### src/rtl/sb_pkg.sv
package sb_pkg;
   localparam int unsigned SB_INT_SRCS = 2;
   localparam int unsigned SB_FP_SRCS  = 3;
   localparam int unsigned SB_VEC_SRCS = 2;

   // pointer width that stays at least one bit for single-entry spaces
   function automatic int unsigned sb_ptr_w(input int unsigned n);
      return (n > 1) ? $clog2(n) : 1;
   endfunction
endpackage

### src/rtl/sb_bank.sv
// One busy table: ROWS rows of NREG bits, one set port and one free port.
// view presents the table with the current-cycle free already applied.
module sb_bank #(
   parameter int unsigned ROWS      = 4,
   parameter int unsigned NREG      = 32,
   parameter bit          SKIP_ZERO = 1'b0,
   parameter int unsigned ROW_W     = 2,
   parameter int unsigned IDX_W     = 5
) (
   input  logic                           clk,
   input  logic                           rst_n,
   input  logic                           set_en,
   input  logic [ROW_W-1:0]               set_row,
   input  logic [IDX_W-1:0]               set_idx,
   input  logic                           clr_en,
   input  logic [ROW_W-1:0]               clr_row,
   input  logic [IDX_W-1:0]               clr_idx,
   output logic [ROWS-1:0][NREG-1:0]      view
);
   logic [ROWS-1:0][NREG-1:0] busy_q;

   for (genvar gr = 0; gr < ROWS; gr++) begin : g_row
      for (genvar gb = 0; gb < NREG; gb++) begin : g_bit
         logic hit_clr;
         logic q;
         assign hit_clr = clr_en && (clr_row == ROW_W'(gr)) && (clr_idx == IDX_W'(gb));
         if (SKIP_ZERO && gb == 0) begin : g_untracked
            assign q = 1'b0;
         end else begin : g_tracked
            logic hit_set;
            assign hit_set = set_en && (set_row == ROW_W'(gr)) && (set_idx == IDX_W'(gb));
            always_ff @(posedge clk or negedge rst_n) begin
               if (!rst_n)       q <= 1'b0;
               else if (hit_set) q <= 1'b1;
               else if (hit_clr) q <= 1'b0;
            end
         end
         assign busy_q[gr][gb] = q;
         assign view[gr][gb]   = q & ~hit_clr;
      end
   end

   AST_SET_MARKS: assert property (@(posedge clk) disable iff (!rst_n)
      (set_en && !(SKIP_ZERO && set_idx == '0)) |=> busy_q[$past(set_row)][$past(set_idx)]);
   AST_CLEAR_FREES: assert property (@(posedge clk) disable iff (!rst_n)
      (clr_en && !(set_en && set_row == clr_row && set_idx == clr_idx))
      |=> !busy_q[$past(clr_row)][$past(clr_idx)]);
   AST_SET_WINS: assert property (@(posedge clk) disable iff (!rst_n)
      (set_en && clr_en && set_row == clr_row && set_idx == clr_idx && !(SKIP_ZERO && set_idx == '0))
      |=> busy_q[$past(set_row)][$past(set_idx)]);
   AST_QUIET_HOLD: assert property (@(posedge clk) disable iff (!rst_n)
      (!set_en && !clr_en) |=> $stable(busy_q));
endmodule

### src/rtl/sb_lookup.sv
// Checks NQ qualified source indices of one row against a busy view.
module sb_lookup #(
   parameter int unsigned ROWS  = 4,
   parameter int unsigned NREG  = 32,
   parameter int unsigned NQ    = 2,
   parameter int unsigned ROW_W = 2,
   parameter int unsigned IDX_W = 5
) (
   input  logic [ROWS-1:0][NREG-1:0] view,
   input  logic [ROW_W-1:0]          row,
   input  logic [NQ-1:0]             q_vld,
   input  logic [NQ-1:0][IDX_W-1:0]  q_idx,
   output logic                      any_busy
);
   logic [NQ-1:0] hit;
   for (genvar gq = 0; gq < NQ; gq++) begin : g_q
      assign hit[gq] = q_vld[gq] & view[row][q_idx[gq]];
   end
   assign any_busy = |hit;
endmodule

### src/rtl/reg_scoreboard.sv
module reg_scoreboard
   import sb_pkg::*;
#(
   parameter int unsigned NUM_WARPS = 4,
   parameter int unsigned NUM_REGS  = 32,
   localparam int unsigned WID_W    = sb_ptr_w(NUM_WARPS),
   localparam int unsigned IDX_W    = sb_ptr_w(NUM_REGS)
) (
   input  logic                                clk,
   input  logic                                rst_n,
   input  logic                                iss_valid,
   input  logic [WID_W-1:0]                    iss_warp,
   input  logic [SB_INT_SRCS-1:0]              iss_isrc_vld,
   input  logic [SB_INT_SRCS-1:0][IDX_W-1:0]   iss_isrc_idx,
   input  logic [SB_FP_SRCS-1:0]               iss_fsrc_vld,
   input  logic [SB_FP_SRCS-1:0][IDX_W-1:0]    iss_fsrc_idx,
   input  logic [SB_VEC_SRCS-1:0]              iss_vsrc_vld,
   input  logic [SB_VEC_SRCS-1:0][IDX_W-1:0]   iss_vsrc_idx,
   input  logic                                iss_idst_vld,
   input  logic [IDX_W-1:0]                    iss_idst_idx,
   input  logic                                iss_fdst_vld,
   input  logic [IDX_W-1:0]                    iss_fdst_idx,
   input  logic                                iss_vdst_vld,
   input  logic [IDX_W-1:0]                    iss_vdst_idx,
   input  logic                                wb_valid,
   input  logic [WID_W-1:0]                    wb_warp,
   input  logic                                wb_idst_vld,
   input  logic [IDX_W-1:0]                    wb_idst_idx,
   input  logic                                wb_fdst_vld,
   input  logic [IDX_W-1:0]                    wb_fdst_idx,
   input  logic                                wb_vdst_vld,
   input  logic [IDX_W-1:0]                    wb_vdst_idx,
   output logic                                iss_stall,
   output logic                                iss_accept
);
   if (NUM_WARPS < 1) begin : g_bad_warps
      $error("reg_scoreboard: NUM_WARPS must be at least 1");
   end
   if (NUM_REGS < 2 || (2 ** IDX_W) != NUM_REGS) begin : g_bad_regs
      $error("reg_scoreboard: NUM_REGS must be a power of two, at least 2");
   end

   logic [NUM_WARPS-1:0][NUM_REGS-1:0] int_view, fp_view;
   logic [0:0][NUM_REGS-1:0]           vec_view;
   logic int_busy, fp_busy, vec_busy;

   assign iss_stall  = iss_valid &  (int_busy | fp_busy | vec_busy);
   assign iss_accept = iss_valid & ~(int_busy | fp_busy | vec_busy);

   sb_bank #(.ROWS(NUM_WARPS), .NREG(NUM_REGS), .SKIP_ZERO(1'b1), .ROW_W(WID_W), .IDX_W(IDX_W)) u_int_bank (
      .clk(clk), .rst_n(rst_n),
      .set_en(iss_accept & iss_idst_vld), .set_row(iss_warp), .set_idx(iss_idst_idx),
      .clr_en(wb_valid & wb_idst_vld), .clr_row(wb_warp), .clr_idx(wb_idst_idx),
      .view(int_view));

   sb_bank #(.ROWS(NUM_WARPS), .NREG(NUM_REGS), .SKIP_ZERO(1'b0), .ROW_W(WID_W), .IDX_W(IDX_W)) u_fp_bank (
      .clk(clk), .rst_n(rst_n),
      .set_en(iss_accept & iss_fdst_vld), .set_row(iss_warp), .set_idx(iss_fdst_idx),
      .clr_en(wb_valid & wb_fdst_vld), .clr_row(wb_warp), .clr_idx(wb_fdst_idx),
      .view(fp_view));

   sb_bank #(.ROWS(1), .NREG(NUM_REGS), .SKIP_ZERO(1'b0), .ROW_W(1), .IDX_W(IDX_W)) u_vec_bank (
      .clk(clk), .rst_n(rst_n),
      .set_en(iss_accept & iss_vdst_vld), .set_row(1'b0), .set_idx(iss_vdst_idx),
      .clr_en(wb_valid & wb_vdst_vld), .clr_row(1'b0), .clr_idx(wb_vdst_idx),
      .view(vec_view));

   sb_lookup #(.ROWS(NUM_WARPS), .NREG(NUM_REGS), .NQ(SB_INT_SRCS), .ROW_W(WID_W), .IDX_W(IDX_W)) u_int_look (
      .view(int_view), .row(iss_warp), .q_vld(iss_isrc_vld), .q_idx(iss_isrc_idx), .any_busy(int_busy));

   sb_lookup #(.ROWS(NUM_WARPS), .NREG(NUM_REGS), .NQ(SB_FP_SRCS), .ROW_W(WID_W), .IDX_W(IDX_W)) u_fp_look (
      .view(fp_view), .row(iss_warp), .q_vld(iss_fsrc_vld), .q_idx(iss_fsrc_idx), .any_busy(fp_busy));

   sb_lookup #(.ROWS(1), .NREG(NUM_REGS), .NQ(SB_VEC_SRCS), .ROW_W(1), .IDX_W(IDX_W)) u_vec_look (
      .view(vec_view), .row(1'b0), .q_vld(iss_vsrc_vld), .q_idx(iss_vsrc_idx), .any_busy(vec_busy));

   AST_INT_ZERO_FREE: assert property (@(posedge clk) disable iff (!rst_n)
      (iss_valid && !(|iss_fsrc_vld) && !(|iss_vsrc_vld)
       && (!iss_isrc_vld[0] || iss_isrc_idx[0] == '0)
       && (!iss_isrc_vld[1] || iss_isrc_idx[1] == '0)) |-> iss_accept);
   AST_UNQUALIFIED_FREE: assert property (@(posedge clk) disable iff (!rst_n)
      (iss_valid && !(|iss_isrc_vld) && !(|iss_fsrc_vld) && !(|iss_vsrc_vld)) |-> iss_accept);
   AST_SAME_CYCLE_FREE: assert property (@(posedge clk) disable iff (!rst_n)
      (iss_valid && wb_valid && wb_idst_vld && wb_warp == iss_warp
       && iss_isrc_vld == 2'b01 && iss_isrc_idx[0] == wb_idst_idx
       && !(|iss_fsrc_vld) && !(|iss_vsrc_vld)) |-> iss_accept);
endmodule

### config.mk
export PLATFORM = sky130hd
export DESIGN_NAME = reg_scoreboard
export DESIGN_NICKNAME = d
export VERILOG_FILES = /design/src/rtl/sb_pkg.sv /design/src/rtl/sb_bank.sv /design/src/rtl/sb_lookup.sv /design/src/rtl/reg_scoreboard.sv
export SDC_FILE = /design/constraint.sdc
export NUM_CORES = 1
export LEC_CHECK = 0
export ABC_CLOCK_PERIOD_IN_PS = 10000
export BUFFER_PORTS_ARGS = -buffer_cell sky130_fd_sc_hd__buf_2
export CAP_MARGIN = 25
export CORE_MARGIN = 5
export CORE_UTILIZATION = 40
export CTS_CLUSTER_SIZE = 8
export DETAILED_ROUTE_END_ITERATION = 7
export SLEW_MARGIN = 5
export SYNTH_ARGS = -nofsm -noshare
export SYNTH_HDL_FRONTEND = slang
export SYNTH_SLANG_ARGS = --single-unit
### constraint.sdc
create_clock -name clk -period 10 [get_ports clk]
set_clock_uncertainty 0.05 [all_clocks]
set_input_delay 1 -clock clk [delete_from_list [all_inputs] [get_ports clk]]
set_output_delay 1 -clock clk [all_outputs]
set_load 0.005 [all_outputs]
==> results.sh, run 1 <==
export IMPL_cp_max_fo=52
export IMPL_root_buffer="clkbuf_16"
export IMPL_dr_first_iter_drc_count=2115
export IMPL_synthFlopType="dfrtp_1"
export IMPL_fillers=4500
export IMPL_dieWidth_um=226
export IMPL_dp_hpwl_um=44400
export IMPL_endpoint_kind="primary output"
export IMPL_cts_sinks=284
export IMPL_ff2ff_path_depth=10
export IMPL_gr_total_overflow=0
export IMPL_grt_pass1_vias=17300
export IMPL_rrSetupSlack_ns=4.72
export IMPL_crit_start="iss_warp[1]"
export IMPL_row_count=79
export IMPL_synth_area_top_cells="dfrtp_1 38%, o31ai_1 9.9%, mux4_2 9.7%"
export IMPL_crit_buf_inv=2
export IMPL_io_buffers=87
export IMPL_worst_pin_slew_ns=1.07
export IMPL_worstHoldPathType="input port to asynchronous set/reset pin"
export IMPL_pwr_density_cell_mw_per_mm2=151
export IMPL_max_stage_delay_ns=0.83
export IMPL_ir_drop_mv=0.0903
export IMPL_slowest_stage="nand4_1"
export IMPL_synth_net_count=2095
export IMPL_core_area_mm2=0.0463
export IMPL_holdWs_ns=0.337
export IMPL_cap_viol_max_count=0
export IMPL_die_h_um=226
export IMPL_fin_crit_sh_pct=74.2
export IMPL_outcome="finished, final reports clean"
export IMPL_yosys_warnings=0
export IMPL_cts_repair_resized=0
export IMPL_period_minus_slack_ns=7.42
export IMPL_routed_wl_um=67700
export IMPL_cp_start_kind="input port"
export IMPL_ant_nets=0
export IMPL_crit_chain="buf_4, xnor2_1, nand4_1, o21ai_0, mux2i_1, a22oi_1, a31oi_1, a211oi_1, nand4_4, nor3_1, buf_2"
export IMPL_rsz0062_at_grt="false"
export IMPL_antenna_found_initial=3
export IMPL_fin_setup_tns_ns=0
export IMPL_yosysMostFrequentCell="nand2_1"
export IMPL_drive_gt1_share_pct=15.4
export IMPL_drc=0
export IMPL_setup_viol=0
export IMPL_cp_required_ns=8.95
export IMPL_synthToLayoutAreaGrowth_pct=9.62
export IMPL_worstReg2RegEnd="u_fp_bank.g_row[0].g_bit[6].q$_DFFE_PN0P_"
export IMPL_r2r_start="u_int_bank.g_row[3].g_bit[12].q$_DFFE_PN0P_"
export IMPL_track_usage_pct=25.9
export IMPL_top_level_ports=88
export IMPL_initial_core_util_pct=40.2
export IMPL_netlist_top_cell_by_area="dfrtp_1"
export IMPL_cts_max_level=2
export IMPL_cts_hold_buffers=0
export IMPL_netlist_area_mm2=0.0186
export IMPL_cts_tree="yes"
export IMPL_grt_pass1_wl_um=105000
export IMPL_place_congestion=1.02
export IMPL_cts_buffers=41
export IMPL_crit_family="simple AND/OR/NAND/NOR gates"
export IMPL_syn_inst=2009
export IMPL_async_flop_share_pct=100
export IMPL_vias=17500
export IMPL_yosysTopAreaCellShare_pct=38.3
export IMPL_clockBufferDepth=3
export IMPL_die_area_mm2=0.0509
export IMPL_avgSynthCellArea_um2=9.25
export IMPL_synth_enable_flop_cells=0
export IMPL_cts_setup_buffers=0
export IMPL_p_leak_nw=7.65
export IMPL_slew_limit_headroom_pct=27.9
export IMPL_grt_start_max_net_pins=98
export IMPL_final_max_slew_violation_count=0
export IMPL_ys_types=73
export IMPL_max_freq_mhz=135
export IMPL_synth_seq_cells=284
export IMPL_clk_pin_slew_ns=0.05
export IMPL_arrival_ns=6.37
export IMPL_ys_seq_area_share_pct=38.3
export IMPL_post_drt_wl_per_cell_um=26.2
export IMPL_via_per_inst=6.79
export IMPL_dr_pass1_iters=6
export IMPL_finalNetCount=2055
export IMPL_synth_common_cells="297 x nand2_1, 284 x dfrtp_1, 273 x o21ai_0"
export IMPL_clk_latency_ns=0.56
export IMPL_critPathKind="input port to primary output"
export IMPL_finalHoldViolCount=0
-- power by group --
part | total, W | switching, W | internal (W)
Sequential | 0.00125 | 0.0000296 | 0.00122
Combinational | 0.000549 | 0.000397 | 0.000152
Clock | 0.00127 | 0.000522 | 0.000750
-- per-layer routing --
layer / part of all wire, % / GRT usage [%] / vias up
met5: 0.027 / 0 / -
met4: 3.4 / 8.73 / 4
met3: 8.3 / 4.05 / 169
met2: 47 / 41.4 / 890
met1: 41 / 36.3 / 8814
li1: - / - / 7671
-- how the worst max path moves through the flow --
stage | slack, ns | depth (start not counted) | end
2_1_floorplan | 4.80 | 13 | iss_accept
3_3_place_gp | 2.60 | 11 | iss_accept
3_5_place_dp | 2.52 | 12 | u_fp_bank.g_row[0].g_bit[6].q$_DFFE_PN0P_
6_report | 2.58 | 11 | iss_accept
4_1_cts | 2.62 | 11 | iss_accept
5_1_grt | 2.26 | 11 | iss_accept
-- cell usage in the layout, fill, tap and decap left out, drive strengths merged, types with 22 or more instances in the layout --
cell,Yosys,final
buf,62,121
clkbuf,142,45
dfrtp,284,284
inv,38,39
mux2i,22,22
mux4,80,80
nand2,297,297
nand3,39,39
nor2,92,92
nor3,25,25
o21ai,273,273
o31ai,246,246
o41ai,105,105
-- stage by stage --
| step | utilization [%] | worst slack [ns] | instance area, um2 | cells | power (W) |
|---|---|---|---|---|---|
| global route | 44.0 | 2.26 | 20400 | 2581 | 0.00317 |
| floorplan | - | 4.80 | 18600 | 2009 | 0.00161 |
| detailed placement | 41.6 | 2.52 | 19200 | 2532 | 0.00180 |
| finish | 44.0 | 2.58 | 20400 | 2583 | 0.00307 |
| CTS | 43.9 | 2.62 | 20300 | 2579 | 0.00307 |
| global placement | 41.6 | 2.60 | 19200 | 2532 | 0.00179 |
-- cell families (layout without fill, tap and decap cells) --
kind of cell / Yosys count / after routing / share of synthesized area [%]
DFF: 284 / 284 / 38.3
muxes: 103 / 103 / 10.9
xor gates and xnor gates: 7 / 7 / 0.330
and+or+nand+nor: 613 / 613 / 15.7
buffers and inverters: 244 / 208 / 5.28
other: 0 / 3 / 0
AOI/OAI and AO/OA: 758 / 758 / 29.5
-- layout make-up --
class / count / area (um2) / share of cell area (%)
inverter: 40 / 150 / 0.737
sequential: 284 / 7110 / 34.9
tap: 607 / 759 / 3.73
multi-input combinational: 1481 / 10500 / 51.6
clock buffer: 45 / 1070 / 5.27
clock inverter: 2 / 36.3 / 0.178
timing repair buffer: 121 / 726 / 3.56
antenna: 3 / 7.51 / 0.0369
-- state kept, by name (all words and copies together), names as in the netlist --
name                      count
u_int_bank.g_row.g_bit.q    124
u_vec_bank.g_row.g_bit.q     32
u_fp_bank.g_row.g_bit.q     128
(Power assumes the default switching activity.)
==> inputs of run 2 (changes only) <==
--- a/config.mk
+++ b/config.mk
@@ -5,7 +5,7 @@
 export SDC_FILE = /design/constraint.sdc
 export NUM_CORES = 1
 export LEC_CHECK = 0
-export ABC_CLOCK_PERIOD_IN_PS = 10000
+export ABC_CLOCK_PERIOD_IN_PS = 7800
 export BUFFER_PORTS_ARGS = -buffer_cell sky130_fd_sc_hd__buf_2
 export CAP_MARGIN = 25
 export CORE_MARGIN = 5
==> constraint.sdc (replaced) <==
create_clock -name clk -period 7.8 [get_ports clk]
set_clock_uncertainty 0.05 [all_clocks]
set_input_delay 0.78 -clock clk [delete_from_list [all_inputs] [get_ports clk]]
set_output_delay 0.78 -clock clk [all_outputs]
set_load 0.005 [all_outputs]
==> run 2 against run 1 <==
- via count shrank 0.77%
- utilization is essentially flat
- register-to-register slack lost 1.6 ns
- setup slack lost 0.76 ns
- cell count is essentially flat
- count of clock-buffer cells in the layout shrank 3
- die area is the same
- sequential power grew 28%
- first-iteration DRC count shrank 18%
- global-route usage shrank 0.12 points
- combinational power grew 29%
- critical path type unchanged
==> results.sh, run 2 (synthesis results as in run 1) <==
export IMPL_grt_pass1_vias=16900
export IMPL_critPathKind="input port to primary output"
export IMPL_gr_total_overflow=0
export IMPL_clockBufferDepth=3
export IMPL_ant_nets=0
export IMPL_dieWidth_um=226
export IMPL_grt_start_max_net_pins=209
export IMPL_place_congestion=0.994
export IMPL_die_area_mm2=0.0509
export IMPL_track_usage_pct=25.8
export IMPL_cap_viol_max_count=0
export IMPL_via_per_inst=6.75
export IMPL_seqPwrFrac_pct=41.2
export IMPL_fin_setup_tns_ns=0
export IMPL_cts_hold_buffers=0
export IMPL_reg_largest_list="u_fp_bank.g_row.g_bit.q x128, u_int_bank.g_row.g_bit.q x124, u_vec_bank.g_row.g_bit.q x32"
export IMPL_slew_limit_headroom_pct=27.0
export IMPL_ir_drop_mv=0.105
export IMPL_clk_latency_ns=0.54
export IMPL_swShare_pct=30.8
export IMPL_antenna_found_initial=3
export IMPL_die_h_um=226
export IMPL_fillers=4450
export IMPL_worst_pin_slew_ns=1.09
export IMPL_rrSetupSlack_ns=3.13
export IMPL_cts_tree="yes"
export IMPL_cts_max_level=2
export IMPL_largest_register_ffs=128
export IMPL_routed_wl_um=67800
export IMPL_row_count=79
export IMPL_dr_pass1_iters=5
export IMPL_cts_repair_resized=0
export IMPL_fin_area_mm2=0.0204
export IMPL_endpoint_kind="primary output"
export IMPL_dp_hpwl_um=45600
export IMPL_dr_first_iter_drc_count=1741
export IMPL_setup_ws_ns=1.82
export IMPL_cp_start_kind="input port"
export IMPL_crit_chain="buf_2, nand3_1, o31ai_1, o311ai_0, o31ai_1, o22ai_1, o311a_1, nor4_1, nand2_4, nor3_1, buf_2"
export IMPL_post_dp_cell_area_mm2=0.0193
export IMPL_finalNetCount=2056
export IMPL_clk_pin_slew_ns=0.05
export IMPL_outcome="finished, final reports clean"
export IMPL_worstReg2RegEnd="u_int_bank.g_row[1].g_bit[23].q$_DFFE_PN0P_"
export IMPL_final_common_cell="nand2_1"
export IMPL_finalHoldViolCount=0
export IMPL_cp_max_fo=43
export IMPL_cts_setup_buffers=0
export IMPL_power_switching_w=0.00120
export IMPL_setup_viol=0
export IMPL_initial_core_util_pct=40.2
export IMPL_cts_sinks=284
export IMPL_root_buffer="clkbuf_16"
export IMPL_slowest_stage="o31ai_1"
export IMPL_grt_pass1_wl_um=104000
export IMPL_cp_required_ns=6.97
export IMPL_drc=0
export IMPL_fin_crit_sh_pct=76.7
export IMPL_place_ws_ns=1.57
export IMPL_synthToLayoutAreaGrowth_pct=9.54
export IMPL_arrival_ns=5.15
export IMPL_pwr_density_cell_mw_per_mm2=191
export IMPL_p_leak_nw=7.64
export IMPL_max_stage_delay_ns=0.86
export IMPL_cts_buffers=41
export IMPL_r2r_start="u_fp_bank.g_row[1].g_bit[22].q$_DFFE_PN0P_"
export IMPL_rsz0062_at_grt="false"
export IMPL_ff2ff_path_depth=10
export IMPL_final_max_slew_violation_count=0
export IMPL_max_freq_mhz=167
export IMPL_p_int_w=0.00268
export IMPL_final_util_pct=44.0
export IMPL_vias=17400
export IMPL_core_area_mm2=0.0463
export IMPL_final_cell_mix="296 x nand2_1, 284 x dfrtp_1, 273 x o21ai_0, 245 x o31ai_1, 92 x nor2_1"
export IMPL_top_level_ports=88
export IMPL_pwr_share_clk_pct=40.5
export IMPL_period_minus_slack_ns=5.98
export IMPL_post_drt_wl_per_cell_um=26.3
export IMPL_power_share_combinational_pct=18.3
export IMPL_io_buffers=87
export IMPL_worstHoldPathType="input port to asynchronous set/reset pin"
export IMPL_top_register="u_fp_bank.g_row.g_bit.q"
export IMPL_drive_gt1_share_pct=15.4
-- run 2: worst max-delay path by stage --
| stage | from | to | slack, ns | cells past startpoint |
|---|---|---|---|---|
| 2_1_floorplan | iss_warp[0] | iss_accept | 3.04 | 13 |
| 3_3_place_gp | iss_warp[0] | u_int_bank.g_row[1].g_bit[28].q$_DFFE_PN0P_ | 1.66 | 12 |
| 3_5_place_dp | iss_warp[1] | u_int_bank.g_row[1].g_bit[23].q$_DFFE_PN0P_ | 1.57 | 12 |
| 4_1_cts | iss_warp[0] | iss_accept | 1.86 | 11 |
| 5_1_grt | iss_warp[1] | iss_accept | 1.49 | 11 |
| 6_report | wb_valid | iss_accept | 1.82 | 11 |
-- run 2: layout make-up --
cell class                 count  area (um2)  area share, %
sequential                   284        7110           34.9
antenna                        2        5.00         0.0246
inverter                      40         150          0.738
timing repair buffer         122         771           3.79
tap                          607         759           3.73
clock inverter                 3        22.5          0.111
clock buffer                  42        1030           5.06
multi-input combinational   1481       10500           51.6
-- run 2: power by group through the flow --
stage	combinational [W]	clock [W]	sequential, W
2_1_floorplan	0.000463	0	0.00161
3_3_place_gp	0.000689	0	0.00162
3_5_place_dp	0.000696	0	0.00162
4_1_cts	0.000697	0.00160	0.00160
5_1_grt	0.000762	0.00165	0.00160
6_report	0.000710	0.00157	0.00160
-- run 2: through the flow --
| step | hold slack [ns] | total power, W | cells |
|---|---|---|---|
| detailed placement | 0.439 | 0.00231 | 2533 |
| floorplan | 0.402 | 0.00207 | 2009 |
| global route | 0.125 | 0.00402 | 2580 |
| global placement | 0.430 | 0.00230 | 2532 |
| CTS | 0.112 | 0.00389 | 2578 |
| finish | 0.0993 | 0.00388 | 2581 |
-- run 2: critical path, delay by kind of cell --
| family | cells | cell delay [ns] |
|---|---|---|
| AOI/OAI and AO/OA | 5 | 1.65 |
| and+or+nand+nor | 4 | 2.15 |
| buffers and inverters | 2 | 0.54 |
-- run 2: layer usage --
metal,wire length [um],vias to the layer above,part of all wire [%],track usage [%]
met2,31600,842,47,40.8
met3,5860,137,8.6,4.94
met1,28100,8751,41,36.0
met4,2210,4,3.3,8.34
met5,27,-,0.040,0
li1,-,7679,-,-
